`config.mk`:
```
export PLATFORM = sky130hd
export DESIGN_NAME = char_if_stage
export DESIGN_NICKNAME = d
export VERILOG_FILES = /design/src/rtl/char_if_pkg.sv /design/src/rtl/char_if_pack.sv /design/src/rtl/char_if_txq.sv /design/src/rtl/char_if_unpack.sv /design/src/rtl/char_if_stage.sv
export SDC_FILE = /design/constraint.sdc
export NUM_CORES = 1
export LEC_CHECK = 0
export ABC_AREA = 1
export BUFFER_PORTS_ARGS = -buffer_cell sky130_fd_sc_hd__buf_2
export CAP_MARGIN = 20
export CORE_MARGIN = 3
export CORE_UTILIZATION = 45
export DETAILED_ROUTE_END_ITERATION = 8
export GPL_TIMING_DRIVEN = 0
export HOLD_SLACK_MARGIN = 0.1
export SLEW_MARGIN = 40
export SYNTH_ARGS = -nofsm -noshare
export SYNTH_HDL_FRONTEND = slang
export SYNTH_SLANG_ARGS = --single-unit
```
`constraint.sdc`:
```
create_clock -name clk -period 4 [get_ports clk]
set_input_delay 0.8 -clock clk [delete_from_list [all_inputs] [get_ports clk]]
set_output_delay 0.8 -clock clk [all_outputs]
set_load 0.02 [all_outputs]
```
`src/rtl/char_if_pkg.sv`:
```
package char_if_pkg;

   typedef struct packed {
      logic byte_mode;
      logic enc_on;
      logic ext_fifo;
      logic fifo_skip;
   } mode_t;

   typedef enum logic [1:0] {
      FMT_N_ENC = 2'd0,
      FMT_N_RAW = 2'd1,
      FMT_W_ENC = 2'd2,
      FMT_W_RAW = 2'd3
   } fmt_e;

   function automatic fmt_e fmt_of(input mode_t m);
      case ({m.byte_mode, m.enc_on})
         2'b11:   return FMT_N_ENC;
         2'b10:   return FMT_N_RAW;
         2'b01:   return FMT_W_ENC;
         default: return FMT_W_RAW;
      endcase
   endfunction

endpackage

```
`src/rtl/char_if_pack.sv`:
```
module char_if_pack
   import char_if_pkg::*;
#(
   parameter int DATA_W = 10,
   parameter int CMD_W  = 4,
   localparam int WCMD   = CMD_W - 2,
   localparam int NDATA  = DATA_W - 2,
   localparam int CHAR_W = DATA_W + WCMD
) (
   input  fmt_e              fmt,
   input  logic              sel_cmd,
   input  logic [DATA_W-1:0] data,
   input  logic [CMD_W-1:0]  cmd,
   output logic [CHAR_W-1:0] word_o,
   output logic              is_cmd_o
);

   always_comb begin
      word_o   = '0;
      is_cmd_o = 1'b0;
      case (fmt)
         FMT_N_ENC: begin
            if (sel_cmd) begin
               word_o[CMD_W-1:0] = cmd;
               is_cmd_o          = 1'b1;
            end else begin
               word_o[NDATA-1:0] = data[NDATA-1:0];
            end
         end
         FMT_N_RAW: word_o[DATA_W-1:0] = data;
         FMT_W_ENC: begin
            if (sel_cmd) begin
               word_o[WCMD-1:0] = cmd[WCMD-1:0];
               is_cmd_o         = 1'b1;
            end else begin
               word_o[DATA_W-1:0] = data;
            end
         end
         default: word_o = {cmd[WCMD-1:0], data};
      endcase
   end

endmodule

```
`src/rtl/char_if_txq.sv`:
```
module char_if_txq #(
   parameter int W     = 13,
   parameter int DEPTH = 16,
   localparam int AW   = $clog2(DEPTH),
   localparam int CW   = AW + 1
) (
   input  logic         clk,
   input  logic         rst_n,
   input  logic         skip,
   input  logic         wr_i,
   input  logic [W-1:0] wdata_i,
   input  logic         rd_i,
   output logic [W-1:0] q_o,
   output logic         q_vld_o,
   output logic         full_o,
   output logic         empty_o,
   output logic         half_o,
   output logic         ovf_o
);

   logic [AW-1:0] wptr, rptr;
   logic [CW-1:0] cnt;
   logic          do_wr, do_rd;
   logic [W-1:0]  rd_view [DEPTH];

   assign full_o  = (cnt == CW'(DEPTH));
   assign empty_o = (cnt == '0);
   assign half_o  = (cnt >= CW'(DEPTH / 2));
   assign do_wr   = wr_i && !full_o && !skip;
   assign do_rd   = rd_i && !empty_o && !skip;

   for (genvar i = 0; i < DEPTH; i++) begin : g_slot
      logic [W-1:0] slot;
      always_ff @(posedge clk) begin
         if (do_wr && (wptr == AW'(i))) slot <= wdata_i;
      end
      assign rd_view[i] = slot;
   end

   always_ff @(posedge clk) begin
      if (!rst_n) begin
         wptr    <= '0;
         rptr    <= '0;
         cnt     <= '0;
         ovf_o   <= 1'b0;
         q_vld_o <= 1'b0;
         q_o     <= '0;
      end else if (skip) begin
         q_vld_o <= wr_i;
         if (wr_i) q_o <= wdata_i;
      end else begin
         q_vld_o <= do_rd;
         if (do_wr) wptr <= wptr + 1'b1;
         if (do_rd) begin
            rptr <= rptr + 1'b1;
            q_o  <= rd_view[rptr];
         end
         case ({do_wr, do_rd})
            2'b10:   cnt <= cnt + 1'b1;
            2'b01:   cnt <= cnt - 1'b1;
            default: cnt <= cnt;
         endcase
         if (wr_i && full_o) ovf_o <= 1'b1;
      end
   end

endmodule

```
`src/rtl/char_if_unpack.sv`:
```
module char_if_unpack
   import char_if_pkg::*;
#(
   parameter int DATA_W = 10,
   parameter int CMD_W  = 4,
   localparam int WCMD   = CMD_W - 2,
   localparam int NDATA  = DATA_W - 2,
   localparam int CHAR_W = DATA_W + WCMD
) (
   input  logic              clk,
   input  logic              rst_n,
   input  fmt_e              fmt,
   input  logic [CHAR_W-1:0] word_i,
   input  logic              is_cmd_i,
   input  logic              vld_i,
   output logic [DATA_W-1:0] data_o,
   output logic [CMD_W-1:0]  cmd_o,
   output logic              is_cmd_o,
   output logic              vld_o
);

   logic [DATA_W-1:0] data_n;
   logic [CMD_W-1:0]  cmd_n;
   logic              isc_n;

   always_comb begin
      data_n = '0;
      cmd_n  = '0;
      isc_n  = 1'b0;
      case (fmt)
         FMT_N_ENC: begin
            isc_n = is_cmd_i;
            if (is_cmd_i) cmd_n = word_i[CMD_W-1:0];
            else          data_n[NDATA-1:0] = word_i[NDATA-1:0];
         end
         FMT_N_RAW: data_n = word_i[DATA_W-1:0];
         FMT_W_ENC: begin
            isc_n = is_cmd_i;
            if (is_cmd_i) cmd_n[WCMD-1:0] = word_i[WCMD-1:0];
            else          data_n = word_i[DATA_W-1:0];
         end
         default: begin
            data_n          = word_i[DATA_W-1:0];
            cmd_n[WCMD-1:0] = word_i[CHAR_W-1:DATA_W];
         end
      endcase
   end

   always_ff @(posedge clk) begin
      if (!rst_n) begin
         data_o   <= '0;
         cmd_o    <= '0;
         is_cmd_o <= 1'b0;
         vld_o    <= 1'b0;
      end else begin
         vld_o <= vld_i;
         if (vld_i) begin
            data_o   <= data_n;
            cmd_o    <= cmd_n;
            is_cmd_o <= isc_n;
         end
      end
   end

endmodule

```
`src/rtl/char_if_stage.sv`:
```
module char_if_stage
   import char_if_pkg::*;
#(
   parameter int DATA_W = 10,
   parameter int CMD_W  = 4,
   parameter int DEPTH  = 16,
   localparam int CHAR_W = DATA_W + CMD_W - 2
) (
   input  logic              clk,
   input  logic              rst_n,
   input  logic              size8_i,
   input  logic              enc_on_i,
   input  logic              ext_fifo_i,
   input  logic              fifo_skip_i,
   input  logic              tx_en_i,
   input  logic              tx_sel_cmd_i,
   input  logic [DATA_W-1:0] tx_data_i,
   input  logic [CMD_W-1:0]  tx_cmd_i,
   input  logic              tx_rd_i,
   output logic [CHAR_W-1:0] tx_char_o,
   output logic              tx_char_cmd_o,
   output logic              tx_char_vld_o,
   output logic              tx_full_o,
   output logic              tx_empty_o,
   output logic              tx_half_o,
   output logic              tx_ovf_o,
   input  logic [CHAR_W-1:0] rx_char_i,
   input  logic              rx_char_cmd_i,
   input  logic              rx_char_vld_i,
   output logic [DATA_W-1:0] rx_data_o,
   output logic [CMD_W-1:0]  rx_cmd_o,
   output logic              rx_is_cmd_o,
   output logic              rx_vld_o
);

   localparam int QW = CHAR_W + 1;

   if (CMD_W < 3) begin : g_bad_cmd
      $error("CMD_W must be at least 3");
   end
   if (DATA_W <= CMD_W) begin : g_bad_data
      $error("DATA_W must exceed CMD_W");
   end
   if (DEPTH < 4 || (DEPTH & (DEPTH - 1)) != 0) begin : g_bad_depth
      $error("DEPTH must be a power of two, at least 4");
   end

   mode_t mode_q;
   fmt_e  fmt;
   logic  en_act, en_q, cap;
   logic [CHAR_W-1:0] pk_word;
   logic              pk_cmd;
   logic [QW-1:0]     q_word;
   logic q_full, q_empty, q_half;

   always_ff @(posedge clk) begin
      if (!rst_n) begin
         mode_q <= '{byte_mode: size8_i, enc_on: enc_on_i,
                     ext_fifo: ext_fifo_i, fifo_skip: fifo_skip_i};
      end
   end

   assign fmt = fmt_of(mode_q);

   assign en_act = mode_q.ext_fifo ? !tx_en_i : tx_en_i;

   always_ff @(posedge clk) begin
      if (!rst_n) en_q <= 1'b0;
      else        en_q <= en_act;
   end

   assign cap = mode_q.ext_fifo ? en_q : en_act;

   char_if_pack #(.DATA_W(DATA_W), .CMD_W(CMD_W)) u_pack (
      .fmt      (fmt),
      .sel_cmd  (tx_sel_cmd_i),
      .data     (tx_data_i),
      .cmd      (tx_cmd_i),
      .word_o   (pk_word),
      .is_cmd_o (pk_cmd)
   );

   char_if_txq #(.W(QW), .DEPTH(DEPTH)) u_txq (
      .clk     (clk),
      .rst_n   (rst_n),
      .skip    (mode_q.fifo_skip),
      .wr_i    (cap),
      .wdata_i ({pk_cmd, pk_word}),
      .rd_i    (tx_rd_i),
      .q_o     (q_word),
      .q_vld_o (tx_char_vld_o),
      .full_o  (q_full),
      .empty_o (q_empty),
      .half_o  (q_half),
      .ovf_o   (tx_ovf_o)
   );

   assign {tx_char_cmd_o, tx_char_o} = q_word;
   assign tx_full_o  = mode_q.ext_fifo ? q_full  : !q_full;
   assign tx_empty_o = mode_q.ext_fifo ? q_empty : !q_empty;
   assign tx_half_o  = !q_half;

   char_if_unpack #(.DATA_W(DATA_W), .CMD_W(CMD_W)) u_unpack (
      .clk      (clk),
      .rst_n    (rst_n),
      .fmt      (fmt),
      .word_i   (rx_char_i),
      .is_cmd_i (rx_char_cmd_i),
      .vld_i    (rx_char_vld_i),
      .data_o   (rx_data_o),
      .cmd_o    (rx_cmd_o),
      .is_cmd_o (rx_is_cmd_o),
      .vld_o    (rx_vld_o)
   );

endmodule

```
## Yosys cells after proc, flatten, opt, wreduce, memory -nomap -nowiden

Cells that the tools add are included.

- Logic and storage cells: 132
- Input port bits: 37
- Register bits: 257
- Output and inout port bits: 34

- Bitwise operators: 2
- Reductions and logical operators: 38
- Muxes and demuxes: 31
- Magnitude comparators: 2
- Add/subtract/negate cells: 4
- Equal/unequal tests: 24

Operators by type and width:

| cell | number |
|---|---|
| 13-bit 2-to-1 mux | 5 |
| 13-bit binary-select mux with 4-bit select | 1 |
| 4-bit equality test, second input constant | 8 |
| 8-bit case mux with 2 select lines | 2 |
| 1-bit logical AND | 21 |
| 4-bit by 3-bit equality test with 1-bit output, second input constant | 4 |
| 8-bit 2-to-1 mux | 2 |
| 4-bit 2-to-1 mux | 3 |
| 2-bit case mux with 3 select lines | 2 |
| 10-bit 2-to-1 mux | 1 |
| 5-bit case mux with 2 select lines | 1 |
| 2-bit AND reduction | 5 |
| 4-bit by 1-bit adder with 4-bit output, second input constant | 2 |
| 2-bit equality test, second input constant | 4 |
| 4-bit by 2-bit equality test with 1-bit output, second input constant | 2 |
| 1-bit 2-to-1 mux | 8 |
| 2-bit 2-to-1 mux | 4 |
| 2-bit case mux with 2 select lines | 2 |
| 2-bit by 1-bit equality test with 1-bit output, second input constant | 3 |
| 5-bit by 1-bit adder with 5-bit output, second input constant | 1 |
| 5-bit equality test, second input constant | 1 |
| 5-bit by 4-bit >= comparator with 1-bit output, second input constant | 1 |
| 5-bit >= comparator, second input constant | 1 |
| 1-bit zero test | 5 |
| 11 further kinds | 12 |

## Depth between registers and ports, before layout

Gate-level depths: netlist (run 1).

- Depth after elaboration: 8
- Gate-level depth with buffers: 17
- Mapped depth without buffers: 17

## Modules after synthesis

Synthesis (run 1) repeated with hierarchy kept, for this count alone.

- Cell total of the unflattened synthesis: 1164
- Area, all modules: 11338.4 sq um

Modules (own cells, without submodules):

| module | cells an instance | instances | area an instance (sq um) | seq. area each (sq um) |
|---|---|---|---|---|
| char_if_txq | 1025 | 1 | 10232.3 | 6806.5 |
| char_if_unpack | 84 | 1 | 740.7 | 320.3 |
| char_if_stage | 18 | 1 | 206.4 | 140.1 |
| char_if_pack | 37 | 1 | 158.9 | 0.0 |

## Least setup slack after synthesis (run 1)

Ideal clock, no wire load.

- Path kind: input-to-reg
- From: input port tx_en_i
- To: register u_txq.cnt[4]
- Arrival: 2335 ps
- Stages on the path: 16
- Path slack: 1532 ps
- Library setup time: 132 ps
- Buffers on the path: 0
- Required time: 3868 ps
- Path through: nand2_1 -> nand2_1 -> nand2_1 -> nor2_2 -> inv_2 -> ha_1 -> xor2_1 -> ha_1 -> inv_1 -> nand2_1 -> nand3_1 -> nand2_1 -> nand2_1 -> nand2_1 -> nand2_1 -> a21oi_1

- Longest elaborated chain between the ends: 8
- Elaborated cells between the ends (all ways): 10
- Classes of those cells: eq/ne: 2; mux: 3; reduce/logical: 5

RTL lines:

| item | RTL line | RTL |
|---|---|---|
| start, declared | char_if_stage.sv:15 | `input logic tx_en_i,` |
| 1-bit zero test | char_if_stage.sv:65 | `assign en_act = mode_q.ext_fifo ? !tx_en_i : tx_en_i;` |
| 1-bit 2-to-1 mux (*) | char_if_stage.sv:65 |  |
| 1-bit 2-to-1 mux (*) | char_if_stage.sv:72 | `assign cap = mode_q.ext_fifo ? en_q : en_act;` |
| 1-bit logical AND (*) (2 in a row) | char_if_txq.sv:29 | `assign do_wr = wr_i && !full_o && !skip;` |
| 2-bit equality test or 2-bit by 1-bit equality test with 1-bit output (tied branches) | char_if_txq.sv:58 | `case ({do_wr, do_rd})` |
| 2-bit nonzero test (no source line) | -- |  |
| 2-bit AND reduction (no source line) | -- |  |
| end signal, assigned | char_if_txq.sv:59 | `2'b10: cnt <= cnt + 1'b1;` |
| end signal, assigned | char_if_txq.sv:60 | `2'b01: cnt <= cnt - 1'b1;` |
| end signal, assigned | char_if_txq.sv:61 | `default: cnt <= cnt;` |
| end, declared | char_if_txq.sv:22 | `logic [CW-1:0] cnt;` |

Mark *: on every way between the ends. The rest lies on a longest branch, timed or not.
A chain may end at the register's enable or synchronous reset.

## Worst setup path in the final report (run 1)

- From: register mode_q[0] in the netlist's numbering
- To: register u_txq.cnt[4]

- Longest elaborated chain between the ends: 5
- Elaborated cells between the ends (all ways): 9
- Classes of those cells: eq/ne: 2; mux: 1; bitwise: 1; reduce/logical: 5

RTL lines:

| item | RTL line | RTL |
|---|---|---|
| start, declared | char_if_stage.sv:48 | `mode_t mode_q;` |
| start signal, assigned | char_if_stage.sv:58 | `mode_q <= '{byte_mode: size8_i, enc_on: enc_on_i,` |
| 1-bit zero test | char_if_txq.sv:29, char_if_txq.sv:30 |  |
| 1-bit logical AND (on tied branches) | char_if_txq.sv:30, char_if_txq.sv:29 |  |
| 2-bit equality test or 2-bit by 1-bit equality test with 1-bit output (tied branches) | char_if_txq.sv:58 |  |
| 2-bit nonzero test (no source line) | -- |  |
| 2-bit AND reduction (no source line) | -- |  |

Several ways; a longest one is shown, not always the timed one.

==> results of run 1 <==
## final cells by class
| type | count | area (µm²) |
|---|---|---|
| Multi-Input combinational cell | 720 | 3220 |
| Buffer | 48 | 287 |
| Tap cell | 319 | 399 |
| Inverter | 85 | 319 |
| Clock inverter | 13 | 161 |
| Clock buffer | 38 | 832 |
| Sequential cell | 257 | 7270 |
| Fill cell | 2130 | 10800 |
| Timing Repair Buffer | 73 | 405 |
## cells in the final DEF, fill, tap and decap left out, types with 11 or more instances in the layout
master	count
inv_1	78
nor2_2	15
nor2_4	11
nand3_1	94
buf_4	11
clkbuf_16	31
buf_2	85
a21oi_1	39
dfxtp_1	45
edfxtp_1	212
o21ai_0	17
nand2_1	391
nor2_1	116
clkbuf_1	14
## synth_stat cells
cell | n | area (µm²)
o21bai_1 | 1 | 7.51
a21boi_0 | 1 | 7.51
buf_4 | 11 | 82.6
clkinv_1 | 1 | 3.75
nor2_2 | 3 | 18.8
o21ai_0 | 21 | 105
dfxtp_1 | 45 | 901
nor2_4 | 1 | 11.3
nand2_2 | 3 | 18.8
nor2_1 | 138 | 518
a21oi_1 | 39 | 195
nor3_1 | 1 | 5.00
nand2_1 | 391 | 1470
inv_1 | 79 | 297
nand4_2 | 1 | 12.5
edfxtp_1 | 212 | 6370
o21ai_1 | 6 | 30.0
or2_2 | 1 | 6.26
nand3_1 | 94 | 470
buf_6 | 6 | 67.6
buf_1 | 5 | 18.8
xor2_1 | 7 | 61.3
clkbuf_1 | 10 | 37.5
a32oi_1 | 2 | 17.5
ha_1 | 9 | 113
a31oi_1 | 1 | 6.26
buf_2 | 16 | 80.1
inv_2 | 5 | 18.8
## critical path: cells and delay by family (launching register included)
| family | cells | cell delay [ns] |
|---|---|---|
| AO/OA/AOI/OAI | 1 | 0.05 |
| XOR/XNOR | 1 | 0.18 |
| adder cells (fa/ha/maj) | 2 | 0.51 |
| buffers and inverters | 3 | 0.39 |
| flip-flops | 1 | 0.46 |
| AND/OR/NAND/NOR | 8 | 0.79 |
## flip-flops by register name, summed over array words and instances, names as in the netlist
| register | cells |
|---|---|
| u_unpack.is_cmd_o | 1 |
| u_txq.ovf_o | 1 |
| u_unpack.vld_o | 1 |
| u_txq.q_o | 13 |
| u_unpack.data_o | 10 |
| mode_q | 4 |
| u_txq.rptr | 4 |
| u_txq.g_slot.slot | 208 |
| en_q | 1 |
| u_txq.cnt | 5 |
| u_txq.wptr | 4 |
| u_txq.q_vld_o | 1 |
| u_unpack.cmd_o | 4 |
## logic make-up after synthesis
family / count (synthesis)
xor gates and xnor gates: 7
AOI/OAI and AO/OA: 71
buffers and inverters: 133
adders and majority gates: 9
and+or+nand+nor: 633
DFF: 257
## through the flow
step,TNS [ns],total power [mW]
2_1_floorplan,0,3.44
6_report,0,6.39
5_1_grt,0,6.59
3_5_place_dp,0,3.71
3_3_place_gp,-2.57,3.68
4_1_cts,0,6.43
## path summary, 6_finish.rpt
kind	to	slack, ns	cells past startpoint
setup / recovery	u_txq.cnt[4]	1.48	15
hold / removal	mode_q[1]	0.45	1
setup reg to reg	u_txq.cnt[4]	1.48	15
hold reg to reg	u_txq.q_o[6]	0.45	2
## layer usage
metal | GRT usage | vias to the layer above | routed length, µm
met5 | 0 | - | 0
met4 | 0.0741 | 0 | 1050
met3 | 0.0352 | 65 | 2100
met2 | 0.364 | 294 | 13800
met1 | 0.304 | 3749 | 12200
li1 | - | 3845 | -
## power breakdown
| group | switching (mW) | internal (mW) | leakage, nW | total, mW |
|---|---|---|---|---|
| registers | 0.0267 | 2.96 | 2.30 | 2.99 |
| clock network | 1.03 | 1.71 | 0.493 | 2.73 |
| logic | 0.472 | 0.193 | 2.49 | 0.665 |
| total | 1.53 | 4.86 | 5.29 | 6.39 |
==> results.cfg, run 1 <==
[detailed_routing]
ant_nets = 0
vias_per_cell = 5.12
wl_mm = 29.2
drtPass1Iterations = 5
drcViolationCount = 0
vias = 7953
routedWlPerCell_um = 18.8
drtIter0Drc = 810

[floorplan]
rows = 56
core_area_mm2 = 0.0237
initial_core_util = 0.462
pin_count = 71
die_h_um = 162
dieArea_mm2 = 0.0262
die_x_um = 162

[global_routing]
grt_pass1_wl_mm = 43.9
grt_use_total = 0.222
overflow = 0
grt_max_degree = 22
antenna_found_initial = 0
grt_pass1_vias = 7568

[setup_path]
critical_path_class = flop to flop
crit_start = mode_q[0]
end_kind = flop
slowest_delay_ns = 0.46
slowest_stage = edfxtp_1
crit_fanout = 8
worstPathArrival_ns = 2.91
crit_top_cell = nand2_1
start_kind = flop
r2r_start = mode_q[0]
required_ns = 4.39
crit_chain = clkinv_1 -> nand2_1 -> nor2_2 -> inv_2 -> ha_1 -> xor2_1 -> ha_1 -> inv_1 -> nand2_1 -> nand3_1 -> nand2_1 -> nand2_1 -> nand2_1 -> nand2_1 -> a21oi_1

[hold_path]
holdCritStartpoint = ext_fifo_i
hold_class = primary input to flop

[power_and_ir_drop]
vdd_ir_drop_max_mv = 0.248
power.density_mw_per_mm2 = 495
p_leak_nw = 5.29

[clock_tree]
clock_path_buffers = 3
clk_pin_slew_ns = 0.06
cts.sinks = 257
holdBufCountCts = 0
cts_made_buffers = 28
htreeDepth = 1
cts_tree = built
post_cts_buffers = 0
ctsResizeCount = 0
clock_latency_ns = 0.54
root_buffer = clkbuf_16

[run]
max-cap-violations = 0

[sta]
fin_skew_ns = 0.0142
timing.final.hold_violations = 0
slew_viol_final = 0
hold_slack_ns = 0.446
max-slew-margin-rel = 0.453
fmax_ghz = 0.397
grt_setup_unrepaired = no
fin_crit_sh = 0.630
setup_viol_count_final = 0
setup_ws_ns = 1.48
min_period_ns = 2.52
worst_pin_slew_ns = 0.820

[placement]
dp.cells = 1502
place_ws_ns = 1.13
gp_congestion = 0.843
place_area_mm2 = 0.0119
hpwlAfterDp_mm = 19.7
numPortBuffers = 69

[synth]
synth-xor-area-share = 0.00560
synth_nets = 1156
synth_top_family_by_area = simple AND/OR/NAND/NOR gates
ys_types = 28
syn_inst = 1110
yosys.area_share.simple = 0.231
yosysWarnings = 0
synth.cell_area_mm2 = 0.0109
ys_seq_elements = 257
synth_fa_ha_area_frac = 0.0103
seq_area_frac_synth = 0.664
synth_compound_area_frac = 0.0337
avgSynthCellArea_um2 = 9.86
muxShareOfSynthArea = 0

[status]
status = completed

[final_layout]
nNetsFinal = 1259
utilization = 0.544
diodes = 0
area_growth_pct = 17.8
fin_cells = 1553
drive_gt1_frac = 0.155
fin_area_mm2 = 0.0129
No activity file was read; power rests on OpenSTA's default activity.
==> run 2: changes to the inputs <==
clock period = 2.1 ns   (was 4 ns; I/O delays follow)
==> run 2 against run 1 <==
The flow now finishes with violations (negative setup slack). Critical path depth fell by 1. Sequential share of layout area down 1.6 points. Maximum frequency rose by 20%. Clock power rose by 64%.
==> results.cfg, run 2 (synthesized netlist as in run 1, its figures left out) <==
[floorplan]
initial_core_util = 0.462
core_area_mm2 = 0.0237
die_x_um = 162
rows = 56
pin_count = 71
dieArea_mm2 = 0.0262
die_h_um = 162

[clock_tree]
htreeDepth = 1
clk_pin_slew_ns = 0.06
clock_latency_ns = 0.53
cts_made_buffers = 28
cts.sinks = 257
root_buffer = clkbuf_16
cts_tree = built
clock_path_buffers = 3

[power_and_ir_drop]
vdd_ir_drop_max_mv = 0.547
p_leak_nw = 5.37
p_total_mw = 11.5
power.density_mw_per_mm2 = 868

[global_routing]
grt_pass1_vias = 7422
antenna_found_initial = 0
use_met1 = 0.311
grt.busiest_layer = met2
grt_use_total = 0.223
grt_use_met2 = 0.363
overflow = 0
grt_pass1_wl_mm = 44.0
grt_max_degree = 22
met3_usage = 0.0355

[detailed_routing]
drcViolationCount = 0
routedWlPerCell_um = 19.1
drtPass1Iterations = 5
drtIter0Drc = 719
vias = 8112
vias_per_cell = 5.15
wl_mm = 30.0
ant_nets = 0

[setup_path]
end_kind = flop
required_ns = 2.49
r2r_slack_ns = -0.005
worstPathArrival_ns = 2.50
crit_fanout = 7
start_kind = flop
critical_path_class = flop to flop

[hold_path]
hold_class = primary input to flop

[sta]
worst_pin_slew_ns = 0.699
fin_skew_ns = 0.0117
min_period_ns = 2.11
fin_crit_sh = 1.00
max-slew-margin-rel = 0.534
hold_slack_ns = 0.125
fmax_ghz = 0.475
timing.final.hold_violations = 0
grt_setup_unrepaired = yes
slew_viol_final = 0
setup_ws_ns = -0.00547
setup_viol_count_final = 1

[final_layout]
largest_register_ff_count = 208
multiInputGateArea_mm2 = 0.00340
final_cell_mix = nand2_1 (385), edfxtp_1 (212), nor2_1 (114)
fin_cells = 1575
layout_commonest_cell = nand2_1
fin_area_mm2 = 0.0133
diodes = 0
nNetsFinal = 1286
area_growth_pct = 21.3
regMostFlops = u_txq.g_slot.slot
drive_gt1_frac = 0.182
register_area_mm2 = 0.00727
fill_cells = 2093
reg_top3 = u_txq.g_slot.slot: 208 flops, u_txq.q_o: 13 flops, u_unpack.data_o: 10 flops

[placement]
gp_congestion = 0.862
numPortBuffers = 69
hpwlAfterDp_mm = 19.4
place_ws_ns = -0.308
place_area_mm2 = 0.0119
dp.cells = 1501

[status]
status = finished with violations
violations = negative setup slack

[run]
max-cap-violations = 0
run 2: cell count changes in the layout (fill, tap and decap cells not counted), moves of 4 or more:
| cell | before | now |
|---|---|---|
| ha_1 | 9 | 5 |
| nand2_2 | 3 | 8 |
| inv_1 | 78 | 73 |
| dlygate4sd3_1 | 0 | 4 |
| nor2_2 | 15 | 1 |
| nand2_1 | 391 | 385 |
| buf_12 | 0 | 13 |
| buf_4 | 11 | 23 |
| nor2_4 | 11 | 27 |
run 2: layout make-up:
| cell class | count | area share |
|---|---|---|
| well taps | 319 | 0.0301 |
| inverters | 85 | 0.0246 |
| flip-flops and latches | 257 | 0.548 |
| clock inverters | 10 | 0.00500 |
| clock buffers | 36 | 0.0567 |
| multi-input cells | 720 | 0.256 |
| repair buffers | 100 | 0.0585 |
| plain buffers | 48 | 0.0217 |
run 2: worst paths after layout:
kind                  from  depth (start not counted)                end
max reg2reg   u_txq.cnt[1]                         14       u_txq.cnt[4]
max           u_txq.cnt[1]                         14       u_txq.cnt[4]
min reg2reg   u_txq.q_o[4]                          2       u_txq.q_o[4]
min          rx_char_i[11]                          3  u_unpack.cmd_o[1]
run 2: routing by layer:
metal / vias to the layer above / part of all wire / wire length, µm
met3: 57 / 0.067 / 2020
li1: 3895 / - / -
met1: 3899 / 0.43 / 12800
met5: - / 0 / 0
met4: 0 / 0.030 / 887
met2: 261 / 0.48 / 14300
run 2: where the power goes:
part	internal [mW]	switching [mW]	total, mW
combinational	0.421	0.940	1.36
sequential	5.64	0.0534	5.69
clock	2.61	1.86	4.47
run 2: critical path: stages, from the launching register on:
cell     delay (ns)
dfxtp_1        0.41
inv_1          0.12
nand4_2        0.15
nand2_4        0.10
inv_2          0.16
ha_4           0.21
xor2_2         0.17
ha_2           0.19
inv_2          0.03
nand2_2        0.08
nand3_2        0.09
nand3_1        0.08
nand2_1        0.06
nand2_1        0.06
a21oi_2        0.05
run 2: stage by stage:
stage / setup TNS (ns) / utilization
finish: -0.00547 / 0.560
global route: -0.640 / 0.560
CTS: -7.50 / 0.543
detailed placement: -40.26 / 0.501
global placement: -237.58 / 0.494
floorplan: 0 / -
run 2: repair_timing:
action / in CTS / in global routing
endpoints found under the setup margin: 246 / 188
hold endpoints to repair: 4 / 0
pin swaps: 1 / 23
setup buffers: 5 / 19
gates resized for setup: 23 / 26
hold buffers: 4 / 0
